==> src/rtl/bseq_pkg.sv <==
package bseq_pkg;
  typedef enum logic {
    ORD_LINEAR = 1'b0,
    ORD_INTLV  = 1'b1
  } order_e;
endpackage

==> src/rtl/burst_beat_ctr.sv <==
module burst_beat_ctr #(
  parameter int CNT_W = 2
) (
  input  logic             clk,
  input  logic             rst_n,
  input  logic             load,
  input  logic             step,
  output logic [CNT_W-1:0] beat,
  output logic             last
);
  logic [CNT_W-1:0] beat_q, beat_d;
  logic             beat_en;

  always_comb begin
    beat_en = load | step;
    beat_d  = beat_q;
    if (load)      beat_d = '0;
    else if (step) beat_d = beat_q + CNT_W'(1);
  end

  always_ff @(posedge clk or negedge rst_n) begin
    if (!rst_n)       beat_q <= '0;
    else if (beat_en) beat_q <= beat_d;
  end

  assign beat = beat_q;
  assign last = &beat_q;

  // a load forces beat 0 even when a step is also requested
  p_load_zero_r7: assert property (@(posedge clk) disable iff (!rst_n)
    load |=> (beat == '0));
  // a step without a load moves exactly one beat
  p_step_one_r4: assert property (@(posedge clk) disable iff (!rst_n)
    (!load && step) |=> (beat == $past(beat) + CNT_W'(1)));
  // no load and no step means the beat holds
  p_hold_r4: assert property (@(posedge clk) disable iff (!rst_n)
    (!load && !step) |=> $stable(beat));
endmodule

==> src/rtl/burst_base_reg.sv <==
module burst_base_reg #(
  parameter int ADDR_W = 20,
  parameter int CNT_W  = 2,
  localparam int HI_W  = ADDR_W - CNT_W
) (
  input  logic              clk,
  input  logic              rst_n,
  input  logic              load,
  input  logic [ADDR_W-1:0] addr_in,
  output logic [HI_W-1:0]   base_hi,
  output logic [CNT_W-1:0]  start
);
  logic [HI_W-1:0]  hi_q, hi_d;
  logic [CNT_W-1:0] st_q, st_d;

  always_comb begin
    hi_d = addr_in[ADDR_W-1:CNT_W];
    st_d = addr_in[CNT_W-1:0];
  end

  always_ff @(posedge clk or negedge rst_n) begin
    if (!rst_n) begin
      hi_q <= '0;
      st_q <= '0;
    end else if (load) begin
      hi_q <= hi_d;
      st_q <= st_d;
    end
  end

  assign base_hi = hi_q;
  assign start   = st_q;

  // the upper bits change only through a load
  p_hi_hold_r3: assert property (@(posedge clk) disable iff (!rst_n)
    !load |=> $stable(base_hi));
endmodule

==> src/rtl/burst_order_map.sv <==
module burst_order_map
  import bseq_pkg::*;
#(
  parameter int CNT_W = 2
) (
  input  order_e           order,
  input  logic [CNT_W-1:0] start,
  input  logic [CNT_W-1:0] beat,
  output logic [CNT_W-1:0] low
);
  logic [CNT_W-1:0] lin_low;
  logic [CNT_W-1:0] xor_low;

  always_comb lin_low = start + beat;

  for (genvar g = 0; g < CNT_W; g++) begin : g_xor_bit
    assign xor_low[g] = start[g] ^ beat[g];
  end

  always_comb begin
    case (order)
      ORD_INTLV: low = xor_low;
      default:   low = lin_low;
    endcase
  end

  // the two orders agree at beat 0, and both present the start value
  always_comb begin
    if (beat == '0) a_beat0_r6: assert (low == start);
  end
endmodule

==> src/rtl/burst_seq_top.sv <==
module burst_seq_top
  import bseq_pkg::*;
#(
  parameter int ADDR_W = 20,
  parameter int BEATS  = 4,
  localparam int CNT_W = $clog2(BEATS),
  localparam int HI_W  = ADDR_W - CNT_W
) (
  input  logic              clk,
  input  logic              rst_n,
  input  logic              strb_host,
  input  logic              strb_ctl,
  input  logic              adv,
  input  logic              order_sel,
  input  logic [ADDR_W-1:0] addr_in,
  output logic [ADDR_W-1:0] burst_addr,
  output logic              last_beat
);
  logic             load;
  logic [CNT_W-1:0] beat;
  logic [CNT_W-1:0] start;
  logic [CNT_W-1:0] low;
  logic [HI_W-1:0]  base_hi;
  order_e           order;

  assign load  = strb_host | strb_ctl;
  assign order = order_e'(order_sel);

  burst_beat_ctr #(.CNT_W(CNT_W)) u_ctr (
    .clk(clk), .rst_n(rst_n), .load(load), .step(adv),
    .beat(beat), .last(last_beat)
  );

  burst_base_reg #(.ADDR_W(ADDR_W), .CNT_W(CNT_W)) u_base (
    .clk(clk), .rst_n(rst_n), .load(load), .addr_in(addr_in),
    .base_hi(base_hi), .start(start)
  );

  burst_order_map #(.CNT_W(CNT_W)) u_map (
    .order(order), .start(start), .beat(beat), .low(low)
  );

  assign burst_addr = {base_hi, low};

  // a strobe makes the captured address appear on the next cycle
  p_load_addr_r2: assert property (@(posedge clk) disable iff (!rst_n)
    load |=> (burst_addr == $past(addr_in)));
  // advancing from the last beat clears the wrap flag
  p_wrap_clear_r8: assert property (@(posedge clk) disable iff (!rst_n)
    (last_beat && adv && !load) |=> !last_beat);
  // with the order held, advancing from the last beat returns to the start value
  p_wrap_start_r8: assert property (@(posedge clk) disable iff (!rst_n)
    (last_beat && adv && !load && $stable(order_sel))
      |=> (burst_addr[CNT_W-1:0] == start));
endmodule

==> config.mk <==
export PLATFORM = sky130hd
export DESIGN_NAME = burst_seq_top
export DESIGN_NICKNAME = d
export VERILOG_FILES = /design/src/rtl/bseq_pkg.sv /design/src/rtl/burst_beat_ctr.sv /design/src/rtl/burst_base_reg.sv /design/src/rtl/burst_order_map.sv /design/src/rtl/burst_seq_top.sv
export SDC_FILE = /design/constraint.sdc
export NUM_CORES = 1
export LEC_CHECK = 0
export ABC_AREA = 1
export BUFFER_PORTS_ARGS = -buffer_cell sky130_fd_sc_hd__clkbuf_2
export CAP_MARGIN = 20
export CORE_MARGIN = 3
export CORE_UTILIZATION = 40
export CTS_CLUSTER_SIZE = 16
export DETAILED_ROUTE_END_ITERATION = 7
export PLACE_DENSITY = 0.83
export SYNTH_ARGS = -nofsm -noshare
export SYNTH_HDL_FRONTEND = slang
export SYNTH_HIERARCHICAL = 1
export SYNTH_SLANG_ARGS = --single-unit
==> constraint.sdc <==
create_clock -name clk -period 2.6 [get_ports clk]
set_input_delay 0.52 -clock clk [delete_from_list [all_inputs] [get_ports clk]]
set_output_delay 0.52 -clock clk [all_outputs]
set_load 0.1 [all_outputs]
==> results of run 1 <==
## cell usage after synthesis
library cell	n
nand2_1	71
dfrtp_1	22
inv_1	8
nor2_1	4
nand3_1	3
buf_4	2
buf_6	2
ha_1	2
inv_2	1
## power groups by stage
stage               Combinational [mW]  Sequential (mW)  Clock [mW]
floorplan                       0.0740            0.562           0
global placement                 0.301            0.390           0
detailed placement               0.307            0.390           0
CTS                              0.307            0.384       0.191
global route                     0.320            0.388       0.203
finish                           0.304            0.384       0.184
## final cells by class
class / count / area [sq um]
repair buffers: 47 / 238
multi-input cells: 80 / 322
fillers: 214 / 888
clock buffers: 4 / 36.3
flip-flops and latches: 22 / 551
inverters: 9 / 33.8
well taps: 27 / 33.8
## stage by stage
| stage | cell area (sq um) | setup WS [ps] | util [%] |
|---|---|---|---|
| 5_1_grt | 1210 | 343 | 57.7 |
| 2_1_floorplan | 943 | 728 | - |
| 6_report | 1210 | 433 | 57.7 |
| 4_1_cts | 1210 | 422 | 57.7 |
| 3_5_place_dp | 1180 | 744 | 56.0 |
| 3_3_place_gp | 1180 | 796 | 56.0 |
## per-layer routing
metal / routed length, um / GRT usage, % / up-vias
met1: 854 / 18.5 / 369
met4: 16 / 6.22 / 0
li1: - / - / 433
met5: 0 / 0 / -
met2: 958 / 26.3 / 37
met3: 184 / 3.54 / 2
## critical path: cells and delay by family, from the launching register on
kind                       cells  cell delay [ps]
and+or+nand+nor                3              140
buffers and inverters          3              550
DFF                            1              430
adders and majority gates      1              220
## flip-flops by register name, indices dropped and copies added, names as in the netlist
register / count
u_base/base_hi: 18
u_base/start: 2
u_ctr/beat: 2
## kinds of logic after synthesis
kind of cell             Yosys count
buffers and inverters             13
AND/OR/NAND/NOR                   78
flip-flops                        22
adder cells (fa/ha/maj)            2
## worst max-delay path by stage
stage / startpoint / end / slack, ps / cells after the start
CTS: u_ctr/beat[0] / burst_addr[1] / 420 / 7
floorplan: u_ctr/beat[0] / burst_addr[1] / 730 / 6
finish: u_ctr/beat[0] / burst_addr[1] / 430 / 7
global placement: order_sel / burst_addr[1] / 800 / 7
global route: u_ctr/beat[0] / burst_addr[1] / 340 / 7
detailed placement: order_sel / burst_addr[1] / 740 / 7
==> reports/results.txt, run 1 <==
RSZ-0062 raised after global routing - false
Critical R2R Capture - u_ctr/beat[1]
Sw Pwr - 370 uW
post-cts resize count - 0
Net Sw Frac - 42.5%
CP arrival - 1650 ps
Row Count - 16
Hold WC Path Type - primary input to async pin
Reg power frac - 44.1%
Final #Nets - 191
Bufs on Longest Clock Path - 2
router iterations before antenna repair - 4
reg2reg start - u_ctr/beat[0]
Netlist cell types - 9
gp weighted congestion - 0.658
synth warn - 6
via count - 841
Avg Vias per Cell - 4.45
initial antenna violation count - 0
slowest CP cell - clkbuf_2
die width - 54.6 um
CP endpoint kind - output pin
Final Slew Violations - 0
worst reg-to-reg setup slack - 1640 ps
full die area - 2980 sq um
first-pass GRT wire length - 3240 um
clk_lat worst skew - 290 ps
Least-Margin Pin Slew - 547 ps
fmax - 461 MHz
input/output buffers - 46
Mean Syn Cell Area - 8.20 sq um
Max-slew headroom - 63.7%
CTS clock-pin slew for the worst setup and hold paths - 120 ps
area leader, netlist - dfrtp_1
Worst EP required - 2080 ps
Syn Nets - 143
dpl cells - 185
critical path peak fanout - 4
most frequent cells in the layout - nand2_1 (71), clkbuf_2 (46), dfrtp_1 (22)
Power Density - 718 nW/um^2
H-tree depth - 1
fin cells - 189
DP HPWL - 1560 um
combinational share of power - 34.9%
hold_buf cts - 0
area grow syn2layout - 28.6%
Pwr Total - 872 uW
ANT nets after route - 0
mux cell area share after synthesis - 0%
crit-path most repeated cell - inv_1
cell area after synthesis - 943 sq um
setup TNS after final layout - 0 ps
main combinational cell family by area after synthesis - simple AND/OR/NAND/NOR gates
XOR/XNOR share of the synthesized area - 0%
Tcrit/Tclk final - 83.3%
TritonCTS Buffers - 3
Mapped Cells - 115
ANT cells - 0
top cell type's share of synthesized area - 58.4%
synthesized flop and latch total - 22
Setup crit start kind - flop
Synth Area in Compound Gates - 0%
Final Skew - 0.0372 ps
Reg2Reg Depth - 3
num ports - 47
Adder-Cell Fraction of Synth Area - 2.65%
Seq/Total Area, Yosys - 58.4%
CP Class - flop to output pin
Root Buffer - clkbuf_4
fin crit period - 2170 ps
Final setup viols - 0
commonest non-fill, non-tap cell in the layout - nand2_1
LEAKAGE - 0.757 nW
Clock power frac - 21.1%
max_cap viols - 0
crit-path max cell delay - 440 ps
final WL - 2010 um
core area - 2100 sq um
hold slack - 175 ps
CTS tree - built
worst vdd ir - 0.410 mV
# DRC - 0
post-CTS setup buffers - 0
simple-gate share of the synthesized area - 31.4%
Die Ht - 54.6 um
cells along the critical path - ha_1, inv_1, nor2_1, nand3_1, nand2_1, inv_1, clkbuf_2
P_int - 502 uW
clock tree sinks - 22
layout cells sized above 1 - 32.1%
status - finished, final reports clean
initial detailed-routing violation count - 10
final count of hold timing violations - 0
number of global-route vias before repair - 793
Synth area leaders - dfrtp_1 (58%), nand2_1 (28%), inv_1 (3.2%)
grt total ovfl - 0
Initial Util - 44.9%
largest net degree at the start of global routing - 23
global-route usage over all layers - 15.4%
WL/cell - 10.7 um
No activity file was read; power rests on OpenSTA's default activity.
==> run 2, diff against run 1 <==
--- a/config.mk
+++ b/config.mk
@@ -12,7 +12,7 @@
 export CORE_UTILIZATION = 40
 export CTS_CLUSTER_SIZE = 16
 export DETAILED_ROUTE_END_ITERATION = 7
-export PLACE_DENSITY = 0.83
+export PLACE_DENSITY = 0.86
 export SYNTH_ARGS = -nofsm -noshare
 export SYNTH_HDL_FRONTEND = slang
 export SYNTH_HIERARCHICAL = 1
==> constraint.sdc (replaced) <==
create_clock -name clk -period 1.95 [get_ports clk]
set_input_delay 0.39 -clock clk [delete_from_list [all_inputs] [get_ports clk]]
set_output_delay 0.39 -clock clk [all_outputs]
set_load 0.1 [all_outputs]
==> run 2 against run 1 <==
Net effect:
- sequential share of layout area fell by 1.1 points
- flip-flop and latch count stayed put
- cell area up 2.6%
- global-route usage is 0.098 points lower
- clock-buffer cell count is 1 lower
- register-to-register slack lost 670 ps
- largest cell class unchanged
- highest routed layer unchanged
==> reports/results.txt, run 2 (same netlist as run 1, synthesis figures left out) <==
status - finished, final reports clean (unchanged)
Sw Pwr - 499 uW (was 370 uW)
CP Class - flop to output pin (unchanged)
ANT nets after route - 0 (unchanged)
worst vdd ir - 0.653 mV (was 0.410 mV)
Power Density - 1020 nW/um^2 (was 718 nW/um^2)
initial antenna violation count - 0 (unchanged)
die width - 54.6 um (unchanged)
combinational share of power - 32.6% (was 34.9%)
Fillers - 196 (was 214)
first-pass GRT wire length - 3280 um (was 3240 um)
Tcrit/Tclk final - 95.5%
final WL - 2110 um (was 2010 um)
Final setup viols - 0 (unchanged)
num ports - 47 (unchanged)
Worst EP required - 1560 ps (was 2080 ps)
Row Count - 16 (unchanged)
FF/Latch Area - 551 sq um (unchanged)
max reg flops - 18 (unchanged)
DP HPWL - 1620 um (was 1560 um)
P_int - 770 uW (was 502 uW)
# DRC - 0 (unchanged)
fmax - 537 MHz
post-CTS setup buffers - 0 (unchanged)
setup TNS after final layout - 0 ps (unchanged)
Bufs on Longest Clock Path - 2 (unchanged)
largest net degree at the start of global routing - 23 (unchanged)
Hold WC Path Type - primary input to async pin (unchanged)
Final #Nets - 191 (unchanged)
TritonCTS Buffers - 3 (unchanged)
core area - 2100 sq um (unchanged)
Die Ht - 54.6 um (unchanged)
worst reg-to-reg setup slack - 970 ps (was 1640 ps)
Least-Margin Pin Slew - 552 ps (was 547 ps)
Multi-input gate area - 322 sq um (unchanged)
grt total ovfl - 0 (unchanged)
Net Sw Frac - 39.3% (was 42.5%)
most frequent cells in the layout - nand2_1 (71), clkbuf_2 (45), dfrtp_1 (22) (was nand2_1 (71), clkbuf_2 (46), dfrtp_1 (22))
Critical R2R Capture - u_ctr/beat[1] (unchanged)
Root Buffer - clkbuf_4 (unchanged)
LEAKAGE - 0.769 nW (was 0.757 nW)
CP startpoint - u_ctr/beat[0] (unchanged)
post-cts resize count - 0 (unchanged)
via count - 853 (was 841)
number of global-route vias before repair - 790 (was 793)
CP endpoint kind - output pin (unchanged)
Final Slew Violations - 0 (unchanged)
Reg power frac - 40.5% (was 44.1%)
CTS tree - built (unchanged)
final count of hold timing violations - 0 (unchanged)
hold_buf cts - 0 (unchanged)
Avg Vias per Cell - 4.51 (was 4.45)
input/output buffers - 46 (unchanged)
fin crit period - 1860 ps
critical path peak fanout - 4 (unchanged)
commonest non-fill, non-tap cell in the layout - nand2_1 (unchanged)
Clock power frac - 26.8% (was 21.1%)
clk_lat worst skew - 290 ps (about the same)
Max-slew headroom - 63.4% (was 63.7%)
WL/cell - 11.2 um (was 10.7 um)
clock tree sinks - 22 (unchanged)
Reg2Reg Depth - 3 (unchanged)
global-route usage over all layers - 15.3% (was 15.4%)
Setup crit start kind - flop (unchanged)
ANT cells - 0 (unchanged)
Critical Path End - burst_addr[0] (was burst_addr[1])
CP arrival - 1470 ps (was 1650 ps)
Final Skew - 0.150 ps (was 0.0372 ps)
router iterations before antenna repair - 4 (unchanged)
layout cells sized above 1 - 32.1% (unchanged)
area grow syn2layout - 32.0% (was 28.6%)
reg2reg start - u_ctr/beat[0] (unchanged)
RSZ-0062 raised after global routing - false (unchanged)
full die area - 2980 sq um (unchanged)
gp weighted congestion - 0.675 (was 0.658)
initial detailed-routing violation count - 11 (was 10)
max_cap viols - 0 (unchanged)
H-tree depth - 1 (unchanged)
CTS clock-pin slew for the worst setup and hold paths - 120 ps (about the same)
Initial Util - 44.9% (unchanged)
Post-Route Utilization - 59.2% (was 57.7%)
run 2: cell count changes in the layout (fill, tap and decap cells not counted):
cell / delta
clkbuf_8: -1
clkbuf_2: -1
bufinv_16: +1
buf_12: +1
run 2: worst max-delay path, cell delays in order (launching register included):
cell	delay, ps
dfrtp_1	430
ha_1	300
clkbuf_2	450
run 2: cell type report:
type | instances | area share [%]
Clock buffer | 3 | 1.81
Clock inverter | 1 | 2.41
Timing Repair Buffer | 47 | 20.3
Tap cell | 27 | 2.71
Inverter | 9 | 2.71
Sequential cell | 22 | 44.2
Multi-Input combinational cell | 80 | 25.8
run 2: power groups by stage:
stage	logic, mW	registers, mW	clock network, mW
finish	0.414	0.514	0.340
global route	0.435	0.518	0.372
CTS	0.417	0.514	0.352
detailed placement	0.416	0.522	0
global placement	0.411	0.520	0
floorplan	0.0986	0.749	0
run 2: how the worst min path moves through the flow:
stage | slack, ps | start | endpoint
3_3_place_gp | 390 | rst_n | u_base/base_hi[6]
3_5_place_dp | 400 | rst_n | u_base/base_hi[6]
4_1_cts | 60 | rst_n | u_base/base_hi[6]
2_1_floorplan | 90 | rst_n | u_base/base_hi[0]
5_1_grt | 60 | rst_n | u_base/base_hi[6]
6_report | 40 | rst_n | u_base/base_hi[6]
run 2: metrics by stage:
step	hold WS [ps]	worst slack (ps)	total power, mW	std cells	instance area (sq um)
3_5_place_dp	396	437	0.939	185	1190
3_3_place_gp	388	440	0.930	185	1190
5_1_grt	63.6	26.0	1.33	189	1240
6_report	43.9	88.6	1.27	189	1240
2_1_floorplan	94.4	208	0.848	115	943
4_1_cts	56.0	75.2	1.28	189	1240
run 2: routing by layer:
layer | global-route usage, % | vias to the layer above | wire, um
li1 | - | 432 | -
met1 | 17.9 | 377 | 900
met2 | 28.5 | 42 | 1040
met3 | 3.54 | 2 | 163
met4 | 2.49 | 0 | 9
met5 | 0 | - | 0
